**src/rtl/frac_bitclk_pkg.sv**
```systemverilog
package frac_bitclk_pkg;

   // default field widths of the packed configuration word
   localparam int unsigned DEF_DIV_W  = 3;
   localparam int unsigned DEF_STEP_W = 8;
   localparam int unsigned DEF_FLT_W  = 8;

   // width of the whole packed word for a given set of field widths
   function automatic int unsigned cfg_width(input int unsigned div_w,
                                             input int unsigned step_w,
                                             input int unsigned flt_w);
      return div_w + step_w + flt_w;
   endfunction

endpackage

```
**src/rtl/fbg_cfg_reg.sv**
```systemverilog
module fbg_cfg_reg
   import frac_bitclk_pkg::*;
#(
   parameter int unsigned DIV_W  = DEF_DIV_W,
   parameter int unsigned STEP_W = DEF_STEP_W,
   parameter int unsigned FLT_W  = DEF_FLT_W,
   localparam int unsigned CFG_W = cfg_width(DIV_W, STEP_W, FLT_W),
   localparam int unsigned STEP_LO = DIV_W,
   localparam int unsigned FLT_LO  = DIV_W + STEP_W
)(
   input  logic              clk,
   input  logic              rst,
   input  logic              wr_i,
   input  logic [CFG_W-1:0]  word_i,
   output logic [DIV_W-1:0]  div_m1_o,
   output logic [STEP_W-1:0] step_o,
   output logic [FLT_W-1:0]  flt_o
);

   logic [DIV_W-1:0]  div_q;
   logic [STEP_W-1:0] step_q;
   logic [FLT_W-1:0]  flt_q;

   always_ff @(posedge clk) begin
      if (rst) begin
         div_q  <= '0;
         step_q <= '0;
         flt_q  <= '0;
      end else if (wr_i) begin
         div_q  <= word_i[DIV_W-1:0];
         step_q <= word_i[STEP_LO +: STEP_W];
         flt_q  <= word_i[FLT_LO +: FLT_W];
      end
   end

   assign div_m1_o = div_q;
   assign step_o   = step_q;
   assign flt_o    = flt_q;

   AST_FLT_HOLD: assert property (@(posedge clk) disable iff (rst)
      !wr_i |=> $stable(flt_q));
   AST_FLT_LOAD: assert property (@(posedge clk) disable iff (rst)
      wr_i |=> (flt_q == $past(word_i[FLT_LO +: FLT_W])));

endmodule

```
**src/rtl/fbg_prescaler.sv**
```systemverilog
module fbg_prescaler #(
   parameter int unsigned DIV_W  = 3,
   parameter bit          BYPASS = 1'b0
)(
   input  logic             clk,
   input  logic             rst,
   input  logic             clr_i,
   input  logic [DIV_W-1:0] div_m1_i,
   output logic             tick_o
);

   generate
      if (BYPASS) begin : g_bypass
         // every system clock is a prescaled tick; the divide field is unused
         assign tick_o = 1'b1;
      end else begin : g_count
         logic [DIV_W-1:0] cnt_q;
         logic             wrap;

         assign wrap = (cnt_q == div_m1_i);

         always_ff @(posedge clk) begin
            if (rst || clr_i)
               cnt_q <= '0;
            else if (wrap)
               cnt_q <= '0;
            else
               cnt_q <= cnt_q + DIV_W'(1);
         end

         assign tick_o = wrap;

         AST_CNT_RANGE: assert property (@(posedge clk) disable iff (rst)
            cnt_q <= div_m1_i);
         AST_TICK_GAP: assert property (@(posedge clk) disable iff (rst)
            (tick_o && (div_m1_i != '0) && !clr_i) |=> !tick_o);
      end
   endgenerate

endmodule

```
**src/rtl/fbg_phase_acc.sv**
```systemverilog
module fbg_phase_acc #(
   parameter int unsigned STEP_W = 8
)(
   input  logic              clk,
   input  logic              rst,
   input  logic              clr_i,
   input  logic              tick_i,
   input  logic [STEP_W-1:0] step_i,
   output logic              en_o
);

   logic [STEP_W-1:0] acc_q;
   logic [STEP_W:0]   sum;
   logic              en_q;

   assign sum = {1'b0, acc_q} + {1'b0, step_i};

   always_ff @(posedge clk) begin
      if (rst || clr_i) begin
         acc_q <= '0;
         en_q  <= 1'b0;
      end else begin
         if (tick_i)
            acc_q <= sum[STEP_W-1:0];
         en_q <= tick_i & sum[STEP_W];
      end
   end

   assign en_o = en_q;

   AST_EN_AFTER_TICK: assert property (@(posedge clk) disable iff (rst)
      en_q |-> $past(tick_i));
   AST_ACC_HOLD: assert property (@(posedge clk) disable iff (rst)
      (!tick_i && !clr_i) |=> $stable(acc_q));
   AST_ZERO_STEP_SILENT: assert property (@(posedge clk) disable iff (rst)
      (step_i == '0) |-> !en_q);
   AST_CLR_KILLS_EN: assert property (@(posedge clk) disable iff (rst)
      clr_i |=> (!en_q && (acc_q == '0)));

endmodule

```
**src/rtl/frac_bitclk_gen.sv**
```systemverilog
module frac_bitclk_gen
   import frac_bitclk_pkg::*;
#(
   parameter int unsigned DIV_W      = DEF_DIV_W,
   parameter int unsigned STEP_W     = DEF_STEP_W,
   parameter int unsigned FLT_W      = DEF_FLT_W,
   parameter bit          BYPASS_DIV = 1'b0,
   localparam int unsigned CFG_W     = cfg_width(DIV_W, STEP_W, FLT_W)
)(
   input  logic             clk,
   input  logic             rst,
   input  logic             cfg_wr,
   input  logic [CFG_W-1:0] cfg_word,
   output logic             tick_o,
   output logic             en16_o,
   output logic [FLT_W-1:0] flt_o
);

   generate
      if (DIV_W < 1 || DIV_W > 4) begin : g_bad_div
         $error("frac_bitclk_gen: DIV_W must be 1..4");
      end
      if (STEP_W < 2 || STEP_W > 16) begin : g_bad_step
         $error("frac_bitclk_gen: STEP_W must be 2..16");
      end
      if (FLT_W < 1) begin : g_bad_flt
         $error("frac_bitclk_gen: FLT_W must be at least 1");
      end
   endgenerate

   logic [DIV_W-1:0]  div_m1;
   logic [STEP_W-1:0] step;
   logic              tick;

   fbg_cfg_reg #(
      .DIV_W  (DIV_W),
      .STEP_W (STEP_W),
      .FLT_W  (FLT_W)
   ) u_cfg (
      .clk      (clk),
      .rst      (rst),
      .wr_i     (cfg_wr),
      .word_i   (cfg_word),
      .div_m1_o (div_m1),
      .step_o   (step),
      .flt_o    (flt_o)
   );

   fbg_prescaler #(
      .DIV_W  (DIV_W),
      .BYPASS (BYPASS_DIV)
   ) u_div (
      .clk      (clk),
      .rst      (rst),
      .clr_i    (cfg_wr),
      .div_m1_i (div_m1),
      .tick_o   (tick)
   );

   fbg_phase_acc #(
      .STEP_W (STEP_W)
   ) u_acc (
      .clk    (clk),
      .rst    (rst),
      .clr_i  (cfg_wr),
      .tick_i (tick),
      .step_i (step),
      .en_o   (en16_o)
   );

   assign tick_o = tick;

   AST_RESET_QUIET: assert property (@(posedge clk)
      rst |=> (!en16_o && (flt_o == '0)));

endmodule

```
**config.mk**
```make
export PLATFORM = sky130hd
export DESIGN_NAME = frac_bitclk_gen
export DESIGN_NICKNAME = d
export VERILOG_FILES = /design/src/rtl/frac_bitclk_pkg.sv /design/src/rtl/fbg_cfg_reg.sv /design/src/rtl/fbg_prescaler.sv /design/src/rtl/fbg_phase_acc.sv /design/src/rtl/frac_bitclk_gen.sv
export SDC_FILE = /design/constraint.sdc
export NUM_CORES = 1
export LEC_CHECK = 0
export CORE_UTILIZATION = 53
export CTS_CLUSTER_SIZE = 40
export DETAILED_ROUTE_END_ITERATION = 8
export PLACE_DENSITY = 0.83
export SETUP_SLACK_MARGIN = 0.1
export SYNTH_ARGS = -nofsm -noshare
export SYNTH_HDL_FRONTEND = slang
export SYNTH_HIERARCHICAL = 1
export SYNTH_SLANG_ARGS = --single-unit
```
**constraint.sdc**
```tcl
create_clock -name clk -period 3.1 [get_ports clk]
set_input_delay 0.62 -clock clk [delete_from_list [all_inputs] [get_ports clk]]
set_output_delay 0.62 -clock clk [all_outputs]
set_load 0.005 [all_outputs]
```
==> results list, run 1 <==
- # resized after CTS: 0
* TritonCTS clock tree: built
- Once layout is complete, the utilization of the core stands at 71.8%.
* Number of instances in the synthesized netlist: 151
- Measured along the y axis, the die boundary spans 54.9 um.
* Slack of the worst reg-to-reg path: 1240 ps
- In this run the worst path has a maximum fanout of 10.
- Maximum frequency from static timing analysis: between 300 and 400 MHz
- The worst path in the final design needs a cycle of 2520 ps, including I/O delays and setup.
* Root cell of the clock tree: sky130_fd_sc_hd__clkbuf_4
* Total GRT Usage: 23.8%
* Die X-Extent: 54.9 um
* Total Neg Setup Slack: 0 ps
- P_leak: 0.000777 uW
* Data required time of the critical path: roughly 2500 ps
- Setup repair after global routing left no endpoint under its margin.
* Routed wire length per instance: 14.1 um
- The hold violation count in the final report was 0.
- The synthesized netlist devotes 8.95% of its cell area to adder and majority cells.
- Antenna violations before repair: 0
* Max-cap viol count: 0
* Worst vdd rail ir drop: 0.000419 V
- Vias in the first global route: 1126
- Port buffering added 31 buffers.
- Summing the areas of all compound-gate instances in the mapped netlist gives 10.8% of the synthesized area.
* Clock network latency to the later pin of the worst-skew pair: about 330 ps
* Kind of launch point of the worst setup path: flip-flop
* Flip-flop and latch count after synthesis: 31
* Placed wire-length estimate: between 2000 and 2500 um
- The final critical path takes up 81.4% of the cycle.
- Power density relative to cell area: 438 nW/um^2
- Main area contributors after synthesis: sky130_fd_sc_hd__dfxtp_1 42%, sky130_fd_sc_hd__mux2i_1 15%, sky130_fd_sc_hd__ha_1 7.6%, sky130_fd_sc_hd__nor2_1 7.3%, sky130_fd_sc_hd__nand3_1 2.4%
- CTS clk-pin slew, worst paths: about 90 ps
* Critical path class: flip-flop to output pin
- 32 I/O pins were placed.
- The synthesized netlist devotes 15.4% of its cell area to simple gates.
* Yosys Warn Count: 6
- Synth-to-Final Area Change: 24.4%
* Routability congestion estimate: 0.809
* Area share of the leading cell type in the synthesized netlist: 41.9%
- Maximum number of pins on one net before global-route repair: 21
- Summing the areas of all xor and xnor instances in the mapped netlist gives under 10% of the synthesized area.
- The routed design has slightly above 3000 um of wire.
* Layout cell share with drive strength beyond 1: 7.03%
* GRT overflow: 0
- Across the routed clock network, the largest skew measured is ~7.1 ps.
- Each instance of the synthesized netlist takes up on average 9.81 um^2.
* Buffers inserted during post-CTS setup optimization: 0
* Detailed route wirelength on metal2: 1520 um
- Number of inserted diodes: 0
- Number of nets with antenna violations after detailed routing: 0
- The run finished with clean final reports.
- Sequential cells were found to cover 41.9% of the synthesized design area.
- Die area: 3010 um^2
* Top flip-flop cell by instance count after synthesis: sky130_fd_sc_hd__dfxtp_1
* Max-slew violations: 0
- Number of buffers on the longest clock path: 2
- Fraction of registers with async set or reset after synthesis: 0%
* Average via count per standard cell: 5.53
- Initial Util: 57.7%
- The design draws 808 uW.
- STA classifies the critical path endpoint as an output pin.
- Global-route wire length before repair: 4800 um
- The number of nets in the synthesized netlist is 183.
* DRC marker count from the first detailed-route iteration: 31
* Netlist area before placement: around 1500 um^2
* Max-slew headroom at the worst pin: 72.1%
- In the final design database the tool counted roughly 220 nets.
- After detailed routing, the wire length on met1 is 1310 um.
* Count of endpoints failing setup in the final report: 0
- After synthesis, the netlist uses 33 different library cells.
* Worst-Margin Slew: around 420 ps
- The min-delay analysis places its worst path in the category flip-flop to flip-flop.
* Remaining design rule violation count: 0
- Std cell rows: 18
* H-tree depth: 2
* Library cell with the largest summed area after synthesis: sky130_fd_sc_hd__dfxtp_1
* Num CTS Buffers: 5
- First-pass DRT Iterations: 4
- Total vias in the final route: between 1k and 1.5k
- Cts-stage hold buffer count: 0
- Amount of wire on met3 after detailed routing: approximately 150 um
- Highest signal layer in the routed design: met4
- Final worst-path setup slack: 577 ps
- The portion of synthesized area spent on multiplexers is between 10% and 20%.
* Number of clock sinks: 31
- Post-synth EDFFs: 0
- Combinational family with the most area after synthesis: simple AND/OR/NAND/NOR gates
- CP arrival: around 1900 ps
- Setup slack after placement: between 800 and 900 ps
- Core outline area: 2570 um^2
## synthesized netlist by cell type, types with 3 or more instances
library cell	instances
sky130_fd_sc_hd__dfxtp_1	31
sky130_fd_sc_hd__nor2_1	29
sky130_fd_sc_hd__mux2i_1	22
sky130_fd_sc_hd__ha_1	9
sky130_fd_sc_hd__nand3_1	7
sky130_fd_sc_hd__a21oi_1	6
sky130_fd_sc_hd__inv_1	4
sky130_fd_sc_hd__nand2_1	4
sky130_fd_sc_hd__xnor2_1	4
sky130_fd_sc_hd__a211oi_1	3
sky130_fd_sc_hd__a311oi_1	3
sky130_fd_sc_hd__o21a_1	3
## through the flow
| stage | hold WS [ps] | instance area [um^2] | std cells |
|---|---|---|---|
| floorplan | 440 | 1480 | 151 |
| global placement | 451 | 1790 | 208 |
| CTS | 490 | 1840 | 215 |
| global route | 528 | 1840 | 215 |
| detailed placement | 477 | 1790 | 208 |
| finish | 487 | 1840 | 215 |
## where the power goes
group | internal [uW] | switching (uW) | total [uW]
sequential | 418 | 12.4 | 430
clock | 105 | 131 | 236
combinational | 76.2 | 65.8 | 142
total | 599 | 209 | 808
## cell families (layout without fill, tap and decap cells)
family / count (synthesis) / count (layout)
AND/OR/NAND/NOR: 50 / 50
flip-flops: 31 / 31
AO/OA/AOI/OAI: 22 / 22
multiplexers: 22 / 22
buffers and inverters: 11 / 45
adder cells (fa/ha/maj): 10 / 10
XOR/XNOR: 5 / 5
## critical path, stage by stage, from the launching register on
cell and delay (ps):
sky130_fd_sc_hd__dfxtp_1 350, sky130_fd_sc_hd__xnor2_1 300, sky130_fd_sc_hd__and3_2 390, sky130_fd_sc_hd__clkdlybuf4s50_1 540
## layer usage
| layer | vias to the layer above | track usage, % |
|---|---|---|
| li1 | 596 | - |
| met1 | 564 | 26.8 |
| met2 | 22 | 40.2 |
| met3 | 6 | 8.89 |
| met4 | 0 | 8.97 |
| met5 | - | 0 |
## layout make-up
| cell class | instances | area [um^2] |
|---|---|---|
| fill | 199 | 724 |
| sequential | 31 | 621 |
| clock buffer | 6 | 51.3 |
| clock inverter | 1 | 5.00 |
| tap | 30 | 37.5 |
| inverter | 5 | 18.8 |
| multi-input combinational | 109 | 785 |
| timing repair buffer | 33 | 325 |
## layout by cell type, fill, tap and decap left out, types with 3 or more instances in the layout
cell type	netlist	final
sky130_fd_sc_hd__clkdlybuf4s50_1	0	31
sky130_fd_sc_hd__dfxtp_1	31	31
sky130_fd_sc_hd__nor2_1	29	29
sky130_fd_sc_hd__mux2i_1	22	22
sky130_fd_sc_hd__ha_1	9	9
sky130_fd_sc_hd__nand3_1	7	7
sky130_fd_sc_hd__a21oi_1	6	6
sky130_fd_sc_hd__clkbuf_4	0	5
sky130_fd_sc_hd__inv_1	4	4
sky130_fd_sc_hd__nand2_1	4	4
sky130_fd_sc_hd__xnor2_1	4	4
sky130_fd_sc_hd__o21a_1	3	3
sky130_fd_sc_hd__a211oi_1	3	3
sky130_fd_sc_hd__a311oi_1	3	3
## sequential cells by signal, summed over array words and instances (netlist names)
register	flops
u_cfg/step_o	8
u_cfg/div_m1_o	3
u_div/g_count.cnt_q	3
u_cfg/flt_o	8
u_acc/acc_q	8
u_acc/en_o	1
## final timing paths
path,from,endpoint,cells after the start
worst max register to register,u_div/g_count.cnt_q[2],u_acc/acc_q[5],6
worst max-delay path,u_div/g_count.cnt_q[2],tick_o,3
worst min register to register,u_acc/acc_q[6],u_acc/acc_q[6],2
worst min-delay path,u_acc/acc_q[6],u_acc/acc_q[6],2
No activity file was read; power rests on OpenSTA's default activity.
==> run 2, diff against run 1 <==
--- a/config.mk
+++ b/config.mk
@@ -5,10 +5,10 @@
 export SDC_FILE = /design/constraint.sdc
 export NUM_CORES = 1
 export LEC_CHECK = 0
-export CORE_UTILIZATION = 53
+export CORE_UTILIZATION = 50
 export CTS_CLUSTER_SIZE = 40
 export DETAILED_ROUTE_END_ITERATION = 8
-export PLACE_DENSITY = 0.83
+export PLACE_DENSITY = 0.79
 export SETUP_SLACK_MARGIN = 0.1
 export SYNTH_ARGS = -nofsm -noshare
 export SYNTH_HDL_FRONTEND = slang
==> constraint.sdc (replaced) <==
create_clock -name clk -period 2.5 [get_ports clk]
set_input_delay 0.5 -clock clk [delete_from_list [all_inputs] [get_ports clk]]
set_output_delay 0.5 -clock clk [all_outputs]
set_load 0.005 [all_outputs]
==> run 2 against run 1 <==
Effect of this change:
- die area rose by 5.8%
- combinational power rose by 29%
- via count rose by 2.3%
- first-iteration DRC count fell by 29%
- sequential share of layout area fell by 0.91 points
==> results list, run 2 (same netlist as run 1, synthesis figures left out) <==
- Average via count per standard cell: 5.57
- CP arrival: between 1500 and 2000 ps
* Number of non-filler instances in the completed layout: 218
* Slack of the worst reg-to-reg path: around 760 ps
- From left edge to right edge, the die measures 56.4 um.
- After detailed routing, the number of remaining DRC violations is 0.
* PortBufs: 31
- Global-route wire length before repair: 5290 um
- Height of the die: 56.4 um
- The worst setup path is of the flip-flop to output pin kind.
- Summed over all layers, the global routing overflow is 0.
- After clock tree synthesis, the clock-pin slew on the worst setup and hold paths is 100 ps.
* Routability congestion estimate: 0.868
* Kind of launch point of the worst setup path: flip-flop
- Setup violations remaining at the end of the flow were counted as 0.
- The die covers 3180 um^2.
- Number of inserted diodes: 0
- Once the floorplan was initialized, standard cells occupied around 53% of the core.
- On the worst path, the slowest cell contributes a delay of 520 ps.
- Root cell of the clock tree: sky130_fd_sc_hd__clkbuf_4
- CP max stage cell: sky130_fd_sc_hd__clkdlybuf4s50_1
- Entering global routing, the biggest net connects 20 pins.
- Global routing used 22.3% of the available tracks across all layers.
- Placed cell count: 210
- The number of clock buffers added by TritonCTS is 5.
- Buf+Inv Stages, Crit Path: 1
- Number of buffers on the longest clock path: 2
* CP Capture Type: output pin
- At the pin with the least slew margin, the transition time is 390 ps.
* Std cell rows: 19
* Antenna violations before repair: 0
* Layout cell share with drive strength beyond 1: 9.63%
* Final critical-path share of the clock period: approximately 92%
* Critical Path, Cell by Cell: xnor2_2 > and3_4 > clkdlybuf4s50_1
* Maximum fanout count along the critical path: 10
* Power density relative to cell area: 559 nW/um^2
* Vias in the first global route: 1281
- The hold violation count in the final report was 0.
- Result of the run: finished clean
- The worst hold path was traced through 2 stages.
* Total vias in the final route: around 1.2k
* FILL cells: 229
* Max-slew headroom at the worst pin: approximately 74%
- For the worst setup path, the data required time is 2000 ps.
- Static timing analysis puts the maximum clock frequency at 435 MHz.
* Depth of the most critical reg-to-reg path: 6
* Setup repair after global routing missed its margin: no
* Path type of the worst min-delay path: flip-flop to flip-flop
- Critical path depth: 3
* H-tree depth: 2
* Number of clock sinks: 31
* Max-cap viol count: 0
- After clock tree synthesis, the setup repair step added 0 buffers.
- The count of nets left with antenna violations once routing finished came out at 0.
* Clock period minus final worst setup slack: 2300 ps
* Total Neg Setup Slack: 0 ps
* Family with the most delay on the worst path: buffers and inverters
- Placed wire-length estimate: 2370 um
- Clock network latency to the later pin of the worst-skew pair: ~330 ps
* Synth-to-Final Area Change: 27.9%
- Routed WL: approximately 3200 um
* Skew final: 5.43 ps
* Routed wire length per instance: 14.5 um
* Number of nets in the final layout: 218
* First-pass DRT Iterations: 4
- For this block, the initial DRC count from the detailed router was 22.
- The worst-case IR drop observed on VDD is 0.000537 V.
- 32 I/O pins were placed.
- The max-slew violation total from the final report came to 0.
* Core outline area: around 2800 um^2
* Commonest cells after routing, fill and taps aside: 31 x sky130_fd_sc_hd__clkdlybuf4s50_1, 31 x sky130_fd_sc_hd__dfxtp_1, 29 x sky130_fd_sc_hd__nor2_1
* P_leak: approximately 0.0008 uW
* TritonCTS clock tree: built
## run 2: final timing paths
path                          start              to
min reg2reg          u_acc/acc_q[6]  u_acc/acc_q[6]
max          u_div/g_count.cnt_q[0]          tick_o
min                  u_acc/acc_q[6]  u_acc/acc_q[6]
max reg2reg  u_div/g_count.cnt_q[0]  u_acc/acc_q[5]
## run 2: report_power, final
group | internal (uW) | switching (uW)
clock | 164 | 176
combinational | 99.8 | 83.3
sequential | 518 | 17.2
total | 782 | 277
## run 2: metrics by stage
| stage | util (%) | hold slack [ps] | cell area [um^2] | power [uW] | setup WS [ps] |
|---|---|---|---|---|---|
| after floorplan | - | 440 | 1480 | 649 | 817 |
| final | 68.1 | 504 | 1890 | 1060 | 200 |
| after global routing | 68.1 | 548 | 1890 | 1110 | 115 |
| after global placement | 64.6 | 452 | 1800 | 713 | 515 |
| after CTS | 67.3 | 500 | 1870 | 1060 | 118 |
| after detailed placement | 64.6 | 475 | 1800 | 722 | 440 |
## run 2: per-layer routing
metal	global-route usage, %	part of all wire [%]
met1	21.2	42
met2	39.8	49
met3	8.53	5.6
met4	13.6	3.1
met5	0	0
## run 2: what timing repair did
action	4_1_cts	5_1_grt
hold buffers	0	0
setup endpoints to repair	1	1
cloned	0	0
gates resized for setup	1	3
## run 2: layout make-up
type,count,area (um^2),area share [%]
multi-input cells,109,811,42.8
flip-flops and latches,31,621,32.8
repair buffers,34,333,17.6
clock buffers,7,65.1,3.43
well taps,31,38.8,2.05
inverters,5,18.8,0.991
clock inverters,1,7.51,0.396
## run 2: tightest hold or removal path, delay by kind of cell (launching register included)
family           cells  cell delay (ps)
AND/OR/NAND/NOR      1               80
AO/OA/AOI/OAI        1               60
flip-flops           1              330
==> run 3, diff against run 2 <==
--- a/config.mk
+++ b/config.mk
@@ -5,6 +5,7 @@
 export SDC_FILE = /design/constraint.sdc
 export NUM_CORES = 1
 export LEC_CHECK = 0
+export ABC_CLOCK_PERIOD_IN_PS = 2500
 export CORE_UTILIZATION = 50
 export CTS_CLUSTER_SIZE = 40
 export DETAILED_ROUTE_END_ITERATION = 8
==> results of run 3 <==
Final layout, timing and power as in run 2 (identical DEF).
